`config.mk`:
```
export PLATFORM = sky130hd
export DESIGN_NAME = flash_cmd_seq
export DESIGN_NICKNAME = d
export VERILOG_FILES = /design/src/rtl/flash_cmd_seq.sv
export SDC_FILE = /design/constraint.sdc
export NUM_CORES = 1
export LEC_CHECK = 0
export BUFFER_PORTS_ARGS = -buffer_cell sky130_fd_sc_hd__buf_2
export CAP_MARGIN = 25
export CORE_ASPECT_RATIO = 2
export CORE_MARGIN = 5
export CORE_UTILIZATION = 50
export DETAILED_ROUTE_END_ITERATION = 6
export GPL_ROUTABILITY_DRIVEN = 0
export PLACE_DENSITY_LB_ADDON = 0.2
export SETUP_SLACK_MARGIN = 0.3
export SLEW_MARGIN = 0
export SYNTH_ARGS = -nofsm -noshare
export SYNTH_HDL_FRONTEND = slang
export SYNTH_SLANG_ARGS = --single-unit
```
`constraint.sdc`:
```
create_clock -name clk -period 2.9 [get_ports clk]
set_input_delay 0.145 -clock clk [delete_from_list [all_inputs] [get_ports clk]]
set_output_delay 0.145 -clock clk [all_outputs]
set_load 0.05 [all_outputs]
```
`src/rtl/flash_cmd_seq.sv`:
```
module flash_cmd_seq #(
  parameter int AW      = 17,
  parameter int WE_W    = 4,
  parameter int RD_W    = 3,
  parameter int VPP_DLY = 1000,
  parameter int MAX_TRY = 25
) (
  input  logic          clk,
  input  logic          rst_n,
  input  logic          req_valid,
  input  logic [2:0]    req_op,
  input  logic [AW-1:0] req_addr,
  input  logic [7:0]    req_wdata,
  output logic          req_ack,
  output logic          busy,
  output logic          done,
  output logic          pass,
  output logic [15:0]   rdata,
  output logic [AW-1:0] fl_addr,
  output logic [7:0]    fl_dq_o,
  output logic          fl_dq_oe,
  input  logic [7:0]    fl_dq_i,
  output logic          fl_ce_n,
  output logic          fl_oe_n,
  output logic          fl_we_n,
  output logic          vpp_we,
  output logic [7:0]    vpp_data
);
  localparam int CW = $clog2(VPP_DLY + WE_W + RD_W + 2);
  localparam int TW = $clog2(MAX_TRY + 1);
  localparam logic [CW-1:0] WE_LAST  = CW'(WE_W - 1);
  localparam logic [CW-1:0] RD_LAST  = CW'(RD_W - 1);
  localparam logic [CW-1:0] DLY_LAST = CW'(VPP_DLY - 1);
  localparam logic [TW-1:0] TRY_LAST = TW'(MAX_TRY - 1);

  localparam logic [2:0] OP_READ = 3'd0, OP_IDENT = 3'd1, OP_ERASE = 3'd2,
                         OP_PROG = 3'd3, OP_RESET = 3'd4;
  localparam logic [1:0] A_REQ = 2'd0, A_ZERO = 2'd1, A_ONE = 2'd2;

  typedef enum logic [2:0] {S_IDLE, S_DISP, S_WSET, S_WPUL, S_WHLD, S_READ, S_DLY} st_t;
  typedef enum logic [2:0] {K_WR, K_RD, K_VPP, K_WAIT, K_CHK, K_END} kind_t;

  function automatic logic [7:0] lane_x(input logic [7:0] b);
    return {b[5], b[6], b[7], b[4:0]};
  endfunction

  st_t           state;
  logic [2:0]    op_q;
  logic [AW-1:0] addr_q;
  logic [7:0]    data_q;
  logic [3:0]    step;
  logic [TW-1:0] tries;
  logic [CW-1:0] cnt;
  logic [7:0]    cap_hi, cap_lo;
  logic          chk_ok;

  kind_t         kind;
  logic [7:0]    cbyte;
  logic [1:0]    asel;
  logic          to_hi;
  logic [AW-1:0] sel_addr;
  logic [7:0]    expect_b;

  assign busy     = (state != S_IDLE);
  assign req_ack  = req_valid && (state == S_IDLE);
  assign expect_b = (op_q == OP_ERASE) ? 8'hFF : data_q;
  assign sel_addr = (asel == A_ZERO) ? '0 :
                    (asel == A_ONE)  ? AW'(1) : addr_q;

  always_comb begin
    kind  = K_END;
    cbyte = 8'h00;
    asel  = A_REQ;
    to_hi = 1'b0;
    case (op_q)
      OP_READ: begin
        case (step)
          4'd0: begin kind = K_WR; cbyte = 8'h00; end
          4'd1: kind = K_RD;
          default: kind = K_END;
        endcase
      end
      OP_IDENT: begin
        case (step)
          4'd0: begin kind = K_WR; cbyte = 8'h90; asel = A_ZERO; end
          4'd1: begin kind = K_RD; asel = A_ZERO; to_hi = 1'b1; end
          4'd2: begin kind = K_RD; asel = A_ONE; end
          default: kind = K_END;
        endcase
      end
      OP_ERASE, OP_PROG: begin
        case (step)
          4'd0: begin kind = K_VPP; cbyte = 8'h01; end
          4'd1: begin kind = K_WR; cbyte = (op_q == OP_ERASE) ? 8'h20 : 8'h40; end
          4'd2: begin kind = K_WR; cbyte = (op_q == OP_ERASE) ? 8'h20 : data_q; end
          4'd3: begin kind = K_WR; cbyte = (op_q == OP_ERASE) ? 8'hA0 : 8'hC0; end
          4'd4: kind = K_RD;
          4'd5: kind = K_CHK;
          4'd6: begin kind = K_VPP; cbyte = 8'h02; end
          4'd7: begin kind = K_VPP; cbyte = 8'h03; end
          4'd8: kind = K_WAIT;
          4'd9: begin kind = K_VPP; cbyte = 8'h06; end
          default: kind = K_END;
        endcase
      end
      OP_RESET: begin
        case (step)
          4'd0, 4'd1: begin kind = K_WR; cbyte = 8'hFF; end
          default: kind = K_END;
        endcase
      end
      default: kind = K_END;
    endcase
  end

  always_ff @(posedge clk or negedge rst_n) begin
    if (!rst_n) begin
      state    <= S_IDLE;
      op_q     <= '0;
      addr_q   <= '0;
      data_q   <= '0;
      step     <= '0;
      tries    <= '0;
      cnt      <= '0;
      cap_hi   <= '0;
      cap_lo   <= '0;
      chk_ok   <= 1'b0;
      done     <= 1'b0;
      pass     <= 1'b0;
      rdata    <= '0;
      fl_addr  <= '0;
      fl_dq_o  <= '0;
      fl_dq_oe <= 1'b0;
      fl_ce_n  <= 1'b1;
      fl_oe_n  <= 1'b1;
      fl_we_n  <= 1'b1;
      vpp_we   <= 1'b0;
      vpp_data <= '0;
    end else begin
      done   <= 1'b0;
      vpp_we <= 1'b0;
      case (state)
        S_IDLE: if (req_valid) begin
          op_q   <= req_op;
          addr_q <= req_addr;
          data_q <= req_wdata;
          step   <= '0;
          tries  <= '0;
          cap_hi <= '0;
          cap_lo <= '0;
          chk_ok <= 1'b0;
          pass   <= 1'b0;
          state  <= S_DISP;
        end
        S_DISP: begin
          case (kind)
            K_WR: begin
              fl_addr  <= sel_addr;
              fl_dq_o  <= lane_x(cbyte);
              fl_dq_oe <= 1'b1;
              fl_ce_n  <= 1'b0;
              state    <= S_WSET;
            end
            K_RD: begin
              fl_addr  <= sel_addr;
              fl_dq_oe <= 1'b0;
              fl_ce_n  <= 1'b0;
              fl_oe_n  <= 1'b0;
              cnt      <= '0;
              state    <= S_READ;
            end
            K_VPP: begin
              vpp_we   <= 1'b1;
              vpp_data <= cbyte;
              step     <= step + 4'd1;
            end
            K_WAIT: begin
              cnt   <= '0;
              state <= S_DLY;
            end
            K_CHK: begin
              if (cap_lo == expect_b) begin
                chk_ok <= 1'b1;
                step   <= step + 4'd1;
              end else if (tries == TRY_LAST) begin
                chk_ok <= 1'b0;
                step   <= step + 4'd1;
              end else begin
                tries <= tries + 1'b1;
                step  <= 4'd1;
              end
            end
            default: begin
              done  <= 1'b1;
              rdata <= {cap_hi, cap_lo};
              case (op_q)
                OP_IDENT:         pass <= (cap_hi == 8'h89) && (cap_lo == 8'hB4);
                OP_ERASE, OP_PROG: pass <= chk_ok;
                default:          pass <= 1'b1;
              endcase
              state <= S_IDLE;
            end
          endcase
        end
        S_WSET: begin
          fl_we_n <= 1'b0;
          cnt     <= '0;
          state   <= S_WPUL;
        end
        S_WPUL: begin
          if (cnt == WE_LAST) begin
            fl_we_n <= 1'b1;
            state   <= S_WHLD;
          end else begin
            cnt <= cnt + 1'b1;
          end
        end
        S_WHLD: begin
          fl_ce_n  <= 1'b1;
          fl_dq_oe <= 1'b0;
          step     <= step + 4'd1;
          state    <= S_DISP;
        end
        S_READ: begin
          if (cnt == RD_LAST) begin
            if (to_hi) cap_hi <= lane_x(fl_dq_i);
            else       cap_lo <= lane_x(fl_dq_i);
            fl_ce_n <= 1'b1;
            fl_oe_n <= 1'b1;
            step    <= step + 4'd1;
            state   <= S_DISP;
          end else begin
            cnt <= cnt + 1'b1;
          end
        end
        S_DLY: begin
          if (cnt == DLY_LAST) begin
            step  <= step + 4'd1;
            state <= S_DISP;
          end else begin
            cnt <= cnt + 1'b1;
          end
        end
        default: state <= S_IDLE;
      endcase
    end
  end

  assert_quiet_idle_R1: assert property (@(posedge clk) disable iff (!rst_n)
    !busy |-> (fl_ce_n && fl_oe_n && fl_we_n && !fl_dq_oe));
  assert_ack_when_idle_R2: assert property (@(posedge clk) disable iff (!rst_n)
    req_ack |=> busy);
  assert_done_single_R2: assert property (@(posedge clk) disable iff (!rst_n)
    done |=> !done);
  assert_done_ends_busy_R2: assert property (@(posedge clk) disable iff (!rst_n)
    done |-> !busy);
  assert_vpp_in_op_R9: assert property (@(posedge clk) disable iff (!rst_n)
    vpp_we |-> busy);
  assert_we_under_ce_R11: assert property (@(posedge clk) disable iff (!rst_n)
    !fl_we_n |-> (!fl_ce_n && fl_dq_oe));
  assert_no_we_oe_overlap_R11: assert property (@(posedge clk) disable iff (!rst_n)
    !(!fl_we_n && !fl_oe_n));
  assert_read_no_drive_R11: assert property (@(posedge clk) disable iff (!rst_n)
    !fl_oe_n |-> !fl_dq_oe);
  assert_we_rise_stable_R11: assert property (@(posedge clk) disable iff (!rst_n)
    $rose(fl_we_n) |-> ($stable(fl_addr) && $stable(fl_dq_o)));
endmodule

```
# After elaboration in Yosys (flattened, before gate mapping)
# Index checks and enable logic that the tools add are counted.
[op_classes] mux=70 n_addsub=3 bitwise=1 eq_ne=52 reduce_logical=41
[ops] cell="2-to-1 mux 8 bit" count=9
[ops] cell="one-hot mux 8 bit (7 select lines)" count=1
[ops] cell="one-hot mux 10 bit (5 select lines)" count=1
[ops] cell="2-to-1 mux 10 bit" count=4
[ops] cell="2-to-1 mux 17 bit" count=2
[ops] cell="inequality test 2 bit, second input constant" count=17
[ops] cell="one-hot mux 8 bit (2 select lines)" count=2
[ops] cell="one-hot mux 3 bit (4 select lines)" count=2
[ops] cell="one-hot mux 8 bit (3 select lines)" count=1
[ops] cell="one-hot mux 3 bit (7 select lines)" count=1
[ops] cell="equality test 10 x 2 -> 1 bit, second input constant" count=2
[ops] cell="2-to-1 mux 4 bit" count=5
[ops] cell="2-to-1 mux 5 bit" count=4
[ops] cell="one-hot mux 4 bit (5 select lines)" count=1
[ops] cell="AND reduction 5 bit" count=4
[ops] cell="equality test 3 x 2 -> 1 bit, second input constant" count=6
[ops] cell="equality test 4 x 3 -> 1 bit, second input constant" count=4
[ops] cell="equality test 8 bit, second input constant" count=2
[ops] cell="equality test 3 bit, second input constant" count=5
[ops] cell="2-to-1 mux 1 bit" count=15
[ops] cell="2-to-1 mux 3 bit" count=5
[ops] cell="one-hot mux 3 bit (5 select lines)" count=1
[ops] cell="2-to-1 mux 7 bit" count=2
[ops] cell="one-hot mux 1 bit (2 select lines)" count=7
[ops] cell="33 further kinds" count=64
[totals] ff_bits=123

# Depth between registers and ports, before layout
# Gate-level depths: netlist (run 1).
[depth] ltp_word=8 mapped_depth=12 mapped_depth_nobuf=9

# Worst setup path before layout (run 1)
# OpenSTA, ideal clock, no wires.
[synth_timing] path_type="register -> register" from="register step[0]" to="register rdata[7]" synth_period_minus_slack_ns=2.618 slack_ns=0.282 arrival_time_ns=2.491 required_ns=2.772 path_buffers=2 path_stages_with_launch=11 cell_sequence="dfrtp_1 inv_1 ha_1 buf_2 or2_2 o2111ai_1 a32o_2 nor2b_4 nor4_4 buf_6 mux2_1"
[synth_between] elab_chain_cells=8
[synth_rtl] item="from (decl)" line="51" text="logic [3:0] step;"
[synth_rtl] item="from (signal assigned)" line="175" text="step <= step + 4'd1;"
[synth_rtl] item="from (signal assigned)" line="184" text="step <= step + 4'd1;"
[synth_rtl] item="from (signal assigned)" line="187" text="step <= step + 4'd1;"
[synth_rtl] item="equality test 4 bit (tied with other cells)" line="92" text="case (step)"
[synth_rtl] item="OR reduction 4 bit (no line) (tied with other cells)"
[synth_rtl] item="one-hot mux 3 bit (5 select lines) (tied with other cells)" line="92"
[synth_rtl] item="one-hot mux 3 bit (4 select lines) *" line="75" text="case (op_q)"
[synth_rtl] item="equality test 3 bit (tied with other cells)" line="156" text="case (kind)"
[synth_rtl] item="OR reduction 5 bit (no line) *"
[synth_rtl] item="NOT 1 bit (no line) *"
[synth_rtl] item="AND reduction 2 bit (no line) *"
[synth_rtl] item="to (signal assigned)" line="195" text="rdata <= {cap_hi, cap_lo};"
[synth_rtl] item="to (decl)" line="18" text="output logic [15:0] rdata,"
# Mark *: on every way between the ends. The rest lies on a longest branch, timed or not.
# A chain may end at the register's enable or synchronous reset.

# Final worst setup path (run 1)
[layout_timing] from="register step[0]" to="register rdata[8]"
# Same word-level chain as after synthesis.

==> results of run 1 <==
[metal layers]
metal / up-vias / GRT usage
met1: 2602 / 0.2611
met3: 54 / 0.04277
met5: - / 0
met2: 183 / 0.3964
li1: 2548 / -
met4: 0 / 0.1145
[kinds of logic after synthesis]
group | synth area share
flops | 0.4972
mux | 0.08740
fa+ha+maj | 0.01615
simple gates | 0.2120
compound gates | 0.1377
buf+inv | 0.04118
xor+xnor | 0.008478
[cell usage after synthesis (4+ instances only)]
cell type / number
nand2_1: 160
dfrtp_1: 120
o21ai_0: 39
a21oi_1: 33
mux2_2: 31
nor2_1: 23
clkbuf_1: 21
inv_1: 17
a31oi_1: 15
and3_1: 15
nand3_1: 13
and2_1: 10
mux2_1: 10
ha_1: 8
nor3_1: 8
nand2b_1: 7
buf_2: 6
nor4_1: 6
buf_6: 5
mux2i_1: 5
o22ai_1: 5
xor2_1: 5
nor2b_1: 4
o41ai_1: 4
or3_1: 4
[report_power, final]
group          switching [mW]  internal (mW)  total, mW
Sequential              0.635           2.37       3.00
Combinational            3.27           1.88       5.15
Clock                   0.833           1.37       2.21
[sequential cells by signal, indices dropped and copies added, names as in the netlist, 5 cells and up]
signal,cells
addr_q,17
cap_hi,8
cap_lo,8
cnt,10
data_q,8
fl_addr,17
fl_dq_o,8
rdata,16
tries,5
vpp_data,8
[worst max-delay path by stage]
stage,from,end,slack [ns],depth (start not counted)
final,step[0],rdata[8],0.29,10
after global routing,step[0],rdata[11],0.21,10
after CTS,step[0],tries[1],0.29,9
after detailed placement,step[0],tries[1],0.17,9
after global placement,step[1],vpp_data[1],0.31,8
after floorplan,step[0],rdata[7],0.33,9
[area by class of cell]
class / count / area share
Sequential cell: 123 / 0.3843
Multi-Input combinational cell: 469 / 0.3721
Timing Repair Buffer: 159 / 0.1359
Clock buffer: 18 / 0.05345
Clock inverter: 14 / 0.02306
Tap cell: 147 / 0.02291
Inverter: 17 / 0.008259
[tightest hold or removal path, stage by stage]
cell and delay (ns):
buf_2 0.07, and3_1 0.16, mux2_2 0.14
[metrics by stage]
stage               utilization  hold slack [ns]  power, mW
finish                   0.6584           0.1424      10.36
global route             0.6584           0.1480      10.99
CTS                      0.6363           0.1318      9.909
detailed placement       0.5583           0.2308      7.582
global placement         0.5579           0.2185      7.433
floorplan                     -          -0.1506      6.440
[timing repair]
action,4_1_cts,5_1_grt
resized for setup,10,22
setup endpoints to repair,27,49
hold endpoints to repair,75,0
pin swaps,0,6
cloned,0,2
hold buffers,29,0
buffers inserted,0,18
==> out/qor.yml, run 1 <==
final_nets: 834
final_cells: 947
wl_met1_mm: 6.190
final_common_cell: "nand2_1"
nFillCells: 970
cts_root_buf: "clkbuf_16"
finalClockSkew_ns: 0.009729
min_to: "cap_lo[6]"
diodes: 0
cp_slowest_stage_delay_ns: 0.46
r2r_cells: 10
path_delay_family: "simple AND/OR/NAND/NOR gates"
synth-edff-count: 0
ys_seq_area_frac: 0.4972
arrival_ns: 2.91
insertion_delay_ns: 0.41
max-cap-violations: 0
drc: 0
pin_count: 97
min_period_over_period: 0.9016
grt_pass1_vias: 5539
endpoint_kind: "register"
drive_above_1_share: 0.2963
setup_tns_ns: 0
finalSetupViolations: 0
antenna_found_initial: 0
hold_viol: 0
overflow: 0
syn-num-nets: 691
wl_mm: 16.71
cts_sinks: 123
yosysTopAreaCell: "dfrtp_1"
synthesis.area_um2: 6198
start_util: 0.5083
hp-class: "input pin to register"
placed_cell_area_um2: 6809
final_area_um2: 8029
place_ws_ns: 0.1744
place_inst: 866
drtAntennaViolNets: 0
cts-buffers-inserted: 17
die_h_um: 167.5
area_growth_pct: 29.53
routedWlPerCell_um: 17.64
rows: 57
io_buffers: 96
worstHoldStart: "fl_dq_i[6]"
met3WireLength_um: 758
synth_top_area_frac: 0.4845
grt_max_degree: 67
syn_avg_cell_area_um2: 9.625
core-area_um2: 12200
slowest_stage: "dfrtp_2"
drt_first_pass_iters: 6
powerDensity_nw_per_um2: 1290
grt_pass1_wl_mm: 27.00
syn-instance-count: 644
final_cell_mix: "nand2_1, dfrtp_1, buf_2"
via_per_inst: 5.688
dp_hpwl_mm: 11.38
dieArea_um2: 14860
cp_max_fo: 9
outcome: "completed"
netlist-cell-type-count: 69
leakagePower_nw: 3.967
async_flop_share: 1.000
multi_input_area_um2: 2988
h-tree-depth: 4
grt.total_usage: 0.2291
vias: 5387
ff2ff_setup_slack_ns: 0.29
ys.flop_type: "dfrtp_1"
r2r_start: "step[0]"
tightest_slew_ns: 0.6780
ys_warn_count: 0
hold_depth: 3
ir_worst_vdd_uv: 977.7
cts.clk_slew.worst_paths_ns: 0.06
clockBufferDepth: 2
slew_headroom: 0.5480
maxUsedRoutingLayer: "met4"
wl_met2_mm: 8.951
die_w_um: 88.73
cp.required_ns: 3.20
dr.first_iter.drc_count: 302
ys_ff_latch: 123
regArea_um2: 3085
period_needed_ns: 2.615
rsz0062_at_grt: "false"
clock.fmax_ghz: 0.3825
cp_cell_sequence: "buf_12 -> ha_4 -> nor4b_1 -> a21oi_1 -> a32o_2 -> nor2b_4 -> nor4_4 -> buf_4 -> clkbuf_16 -> mux2_1"
r2r_end: "rdata[8]"
crit_buf_inv: 3
crit_path_start_kind: "register"
fin_ws_ns: 0.2855
slew_viol_final: 0
critPathKind: "register to register"
synth.area.top_cells: "dfrtp_1, nand2_1, mux2_2"
cts_tree: "yes"
No activity file was read; power rests on OpenSTA's default activity.
==> run 2: changes to the inputs <==
--- a/config.mk
+++ b/config.mk
@@ -8,7 +8,6 @@
 export BUFFER_PORTS_ARGS = -buffer_cell sky130_fd_sc_hd__buf_2
 export CAP_MARGIN = 25
 export CORE_ASPECT_RATIO = 2
-export CORE_MARGIN = 5
 export CORE_UTILIZATION = 50
 export DETAILED_ROUTE_END_ITERATION = 6
 export GPL_ROUTABILITY_DRIVEN = 0
==> out/qor.yml, run 2 (synthesis gave the netlist of run 1 again) <==
endpoint_kind: "register"
start_util: 0.5112  # +0.002990
use_met3: 0.05158  # +0.008803
ir_worst_vdd_uv: 767.3  # -22%
clockBufferDepth: 2  # unchanged
area_growth_pct: 27.90
cts-buffers-inserted: 17  # unchanged
ff2ff_setup_slack_ns: 0.35  # +0.06 ns
finalClockSkew_ns: 0.006819  # -0.002910 ns
dieArea_um2: 12870  # -13%
io_buffers: 96  # unchanged
hp-class: "input pin to register"
cp.required_ns: 3.20  # about the same
crit_path_start_kind: "register"
drc: 3  # +3
power_frac_clock: 0.225  # +0.012
drive_above_1_share: 0.2839  # -0.01235
slew_viol_final: 0  # unchanged
tightest_slew_ns: 0.5834  # -0.09461 ns
critPathKind: "register to register"
drtAntennaViolNets: 0  # unchanged
cp_max_fo: 9  # unchanged
setup_tns_ns: 0  # unchanged
reg_top3: "addr_q (17), fl_addr (17), rdata (16)"
slew_headroom: 0.6070  # +0.05896
rows: 57  # unchanged
rsz0062_at_grt: "true"
p_sw_mw: 4.626  # -2.3%
final_cell_mix: "nand2_1, dfrtp_1, buf_2"
dr.first_iter.drc_count: 399  # +32%
grt_pass1_vias: 5351  # -3.4%
grt.total_usage: 0.2630  # +0.03389
antenna_found_initial: 0  # unchanged
min_period_over_period: 0.8806  # -0.02098
violations: "design-rule violations"
outcome: "finished with violations"
r2r_start: "step[1]"
r2r_cells: 8  # -2
die_w_um: 80.73  # -9.0%
multi_input_area_um2: 2984  # -0.13%
grt_pass1_wl_mm: 25.88  # -4.2%
die_h_um: 159.5  # -4.8%
powerDensity_nw_per_um2: 1278  # -0.94%
use_met1: 0.2907  # +0.02961
wl_mm: 15.85  # -5.1%
place_inst: 865  # -0.12%
drt_first_pass_iters: 7  # +1
final_cells: 936  # -1.2%
clock.fmax_ghz: 0.3916  # +2.4%
leakagePower_nw: 3.920  # -1.2%
fin_ws_ns: 0.3463  # +0.06084 ns
cts_sinks: 123  # unchanged
final_common_cell: "nand2_1"
place_ws_ns: 0.1926  # +0.01821 ns
insertion_delay_ns: 0.42  # about the same
r2r_end: "vpp_data[6]"
pin_count: 97  # unchanged
hold_viol: 0  # unchanged
met2_usage: 0.4530  # +0.05656
crit_start: "step[1]"
regArea_um2: 3084  # about the same
hold_ws_ns: 0.1305  # -0.01190 ns
busiest_layer: "met2"
grt_max_degree: 60  # -10%
final_nets: 823  # -1.3%
switching_share: 0.4565  # -0.0004903
diodes: 0  # unchanged
dp_hpwl_mm: 10.88  # -4.4%
pwr-share-seq: 0.297  # +0.007
finalSetupViolations: 0  # unchanged
cts_root_buf: "clkbuf_16"
period_needed_ns: 2.554  # -0.06084 ns
max-cap-violations: 0  # unchanged
cts_tree: "yes"
nFillCells: 965  # -0.52%
vias: 5326  # -1.1%
via_per_inst: 5.690  # about the same
crit_end: "vpp_data[6]"
pwr-share-comb: 0.478  # -0.019
h-tree-depth: 4  # unchanged
arrival_ns: 2.85  # -0.06 ns
core-area_um2: 12120  # -0.58%
intPower_mw: 5.507  # -2.1%
cts.clk_slew.worst_paths_ns: 0.06  # about the same
routedWlPerCell_um: 16.93  # -4.0%
overflow: 0  # unchanged
-- run 2: changes by cell type in the layout (fill, tap and decap cells not counted), moves of 2 or more --
cell,delta
buf_4,-8
clkinv_4,-2
clkinvlp_4,-2
inv_6,+2
mux2_1,+2
mux2_4,-2
-- run 2: power by group through the flow --
stage               registers, mW  clock network, mW  logic (mW)
detailed placement           3.00                  0        4.55
CTS                          2.98               2.31        4.66
global route                 3.09               2.39        5.28
floorplan                    3.75                  0        2.69
global placement             2.97                  0        4.44
finish                       3.00               2.28        4.84
-- run 2: final cells by class --
class,instances,share of cell area
flip-flops and latches,123,0.3890
multi-input cells,469,0.3764
repair buffers,148,0.1229
clock buffers,18,0.05414
clock inverters,14,0.02588
well taps,147,0.02320
inverters,17,0.008365
-- run 2: metrics by stage --
step	area, um^2	util	power, mW
finish	7928	0.6539	10.13
global route	7928	0.6539	10.76
CTS	7769	0.6408	9.957
detailed placement	6804	0.5612	7.545
global placement	6804	0.5612	7.403
floorplan	6198	-	6.440
-- run 2: worst max-delay path: stages, from the launching register on --
cell and delay, ns:
dfrtp_2 0.46, inv_2 0.13, ha_4 0.20, nor3_1 0.07
or3_1 0.36, a32o_2 0.36, nor4b_4 0.34, buf_6 0.19
mux2_1 0.33
-- run 2: worst min-delay path by stage --
stage / from / endpoint / slack (ns) / cells after the start
after floorplan: rst_n / addr_q[0] / -0.15 / 0
after global placement: rst_n / fl_dq_o[6] / 0.12 / 1
after detailed placement: rst_n / fl_dq_o[6] / 0.13 / 1
after CTS: fl_dq_i[1] / cap_lo[1] / 0.13 / 3
after global routing: fl_dq_i[1] / cap_lo[1] / 0.15 / 3
final: fl_dq_i[1] / cap_lo[1] / 0.13 / 3
-- run 2: timing repair --
action,CTS,global route
gates cloned,0,1
hold buffers,29,0
buffers inserted,0,8
gates resized for setup,9,18
pin swaps,0,1
endpoints found under the hold margin,62,0
setup endpoints to repair,27,41
-- run 2: metal layers --
metal | wire, um | share of wire | up-vias
met5 | 0 | 0 | -
met4 | 762 | 0.048 | 0
met3 | 600 | 0.038 | 55
met2 | 8461 | 0.53 | 163
met1 | 6023 | 0.38 | 2588
li1 | - | - | 2520
==> run 3: changes to the inputs <==
==> constraint.sdc (replaced) <==
create_clock -name clk -period 2.55 [get_ports clk]
set_input_delay 0.1275 -clock clk [delete_from_list [all_inputs] [get_ports clk]]
set_output_delay 0.1275 -clock clk [all_outputs]
set_load 0.05 [all_outputs]
==> out/qor.yml, run 3 (synthesis gave the netlist of run 1 again) <==
fin_ws_ns: 0.08902  # -0.2573 ns
grt_max_degree: 52  # -13%
pwr-share-comb: 0.531  # +0.053
powerDensity_nw_per_um2: 1469  # +15%
wl_mm: 16.89  # +6.6%
routedWlPerCell_um: 17.54  # +3.6%
die_h_um: 159.5  # unchanged
critPathKind: "register to register"
clock.fmax_ghz: 0.4063  # +3.8%
dp_hpwl_mm: 11.04  # +1.5%
grt_pass1_wl_mm: 26.30  # +1.7%
pwr-share-seq: 0.277  # -0.020
hold_viol: 0  # unchanged
cts.clk_slew.worst_paths_ns: 0.06  # about the same
final_cell_mix: "nand2_1, dfrtp_1, buf_2"
drtAntennaViolNets: 0  # unchanged
tightest_slew_ns: 0.6284  # +0.04501 ns
drt_first_pass_iters: 5  # -2
rsz0062_at_grt: "true"
min_period_over_period: 0.9651  # +0.08452
cts-buffers-inserted: 17  # unchanged
placed_cell_area_um2: 6959  # +2.3%
reg_top3: "addr_q (17), fl_addr (17), rdata (16)"
switching_share: 0.4591  # +0.002569
core-area_um2: 12120  # unchanged
slew_viol_final: 0  # unchanged
power.total_mw: 12.33  # +22%
via_per_inst: 5.724  # +0.59%
final_area_um2: 8396  # +5.9%
finalSetupViolations: 0  # unchanged
pin_count: 97  # unchanged
ir_worst_vdd_uv: 898.2  # +17%
insertion_delay_ns: 0.42  # about the same
diodes: 0  # unchanged
place_ws_ns: -0.03782  # -0.2304 ns
crit_path_start_kind: "register"
cts_root_buf: "clkbuf_16"
p_sw_mw: 5.662  # +22%
rows: 57  # unchanged
finalClockSkew_ns: 0.008278  # +0.001459 ns
cp.required_ns: 2.86  # -0.34 ns
endpoint_kind: "register"
leakagePower_nw: 4.096  # +4.5%
clockBufferDepth: 2  # unchanged
final_common_cell: "nand2_1"
start_util: 0.5112  # unchanged
period_needed_ns: 2.461  # -0.09269 ns
h-tree-depth: 4  # unchanged
max-cap-violations: 0  # unchanged
dieArea_um2: 12870  # unchanged
grt.total_usage: 0.2661  # +0.003078
cp_max_fo: 7  # -2
die_w_um: 80.73  # unchanged
grt_pass1_vias: 5488  # +2.6%
final_nets: 850  # +3.3%
power_frac_clock: 0.191  # -0.034
hp-class: "input pin to register"
cts_sinks: 123  # unchanged
drc: 0  # -3
area_growth_pct: 35.45
utilization: 0.6925  # +0.03860
overflow: 0  # unchanged
slew_headroom: 0.5811  # -0.02590
intPower_mw: 6.671  # +21%
outcome: "completed"
cts_tree: "yes"
arrival_ns: 2.77  # -0.08 ns
dr.first_iter.drc_count: 414  # +3.8%
io_buffers: 96  # unchanged
antenna_found_initial: 0  # unchanged
vias: 5512  # +3.5%
drive_above_1_share: 0.3505  # +0.06659
-- run 3: per-stage QoR --
stage	TNS [ns]	std cells	hold slack, ns
after floorplan	0	644	-0.1681
after global placement	0	872	0.1928
after detailed placement	-0.1490	872	0.1946
after CTS	0	952	0.1019
after global routing	0	963	0.1129
final	0	963	0.1072
-- run 3: repair_timing --
action / CTS / global route
setup buffers: 19 / 8
gates cloned: 0 / 3
resized for setup: 24 / 44
hold buffers: 29 / 0
hold endpoints to repair: 71 / 0
pin swaps: 9 / 4
setup endpoints to repair: 65 / 93
-- run 3: critical path, stage by stage, from the launching register on --
cell,delay [ns]
dfrtp_2,0.47
inv_4,0.11
ha_4,0.19
nor3_2,0.05
or3_1,0.30
a32o_2,0.35
nor2b_4,0.20
nor4_4,0.05
buf_6,0.16
clkbuf_16,0.16
mux2_4,0.30
-- run 3: power groups by stage --
stage          clock network (mW)  logic, mW  registers [mW]
2_1_floorplan                   0       3.25            4.28
3_3_place_gp                    0       5.28            3.35
3_5_place_dp                    0       5.42            3.38
4_1_cts                      2.39       5.92            3.36
5_1_grt                      2.49       7.00            3.51
6_report                     2.36       6.55            3.42
-- run 3: final timing paths --
path                            slack [ns]  cells past startpoint    endpoint        from
worst max-delay path                  0.09                     10    rdata[8]     step[0]
worst min-delay path                  0.11                      3   cap_hi[1]  fl_dq_i[1]
worst max register to register        0.09                     10    rdata[8]     step[0]
worst min register to register        0.47                      2   addr_q[5]   addr_q[5]
max in group asynchronous             1.49                      3   cap_lo[2]       rst_n
min in group asynchronous             0.26                      2  fl_addr[3]       rst_n
-- run 3: area by class of cell --
cell class | instances | area (um^2)
clock buffer | 19 | 452.9
inverter | 17 | 68.82
fill | 899 | 3729
timing repair buffer | 176 | 1281
sequential | 123 | 3084
multi-input combinational | 468 | 3193
tap | 147 | 183.9
clock inverter | 13 | 131.4
-- run 3: routing by layer --
| metal | global-route usage | wire length [um] | vias to the layer above |
|---|---|---|---|
| li1 | - | - | 2570 |
| met1 | 0.2801 | 6215 | 2680 |
| met2 | 0.4896 | 9355 | 192 |
| met3 | 0.04928 | 632 | 70 |
| met4 | 0.1242 | 682 | 0 |
| met5 | 0 | 0 | - |
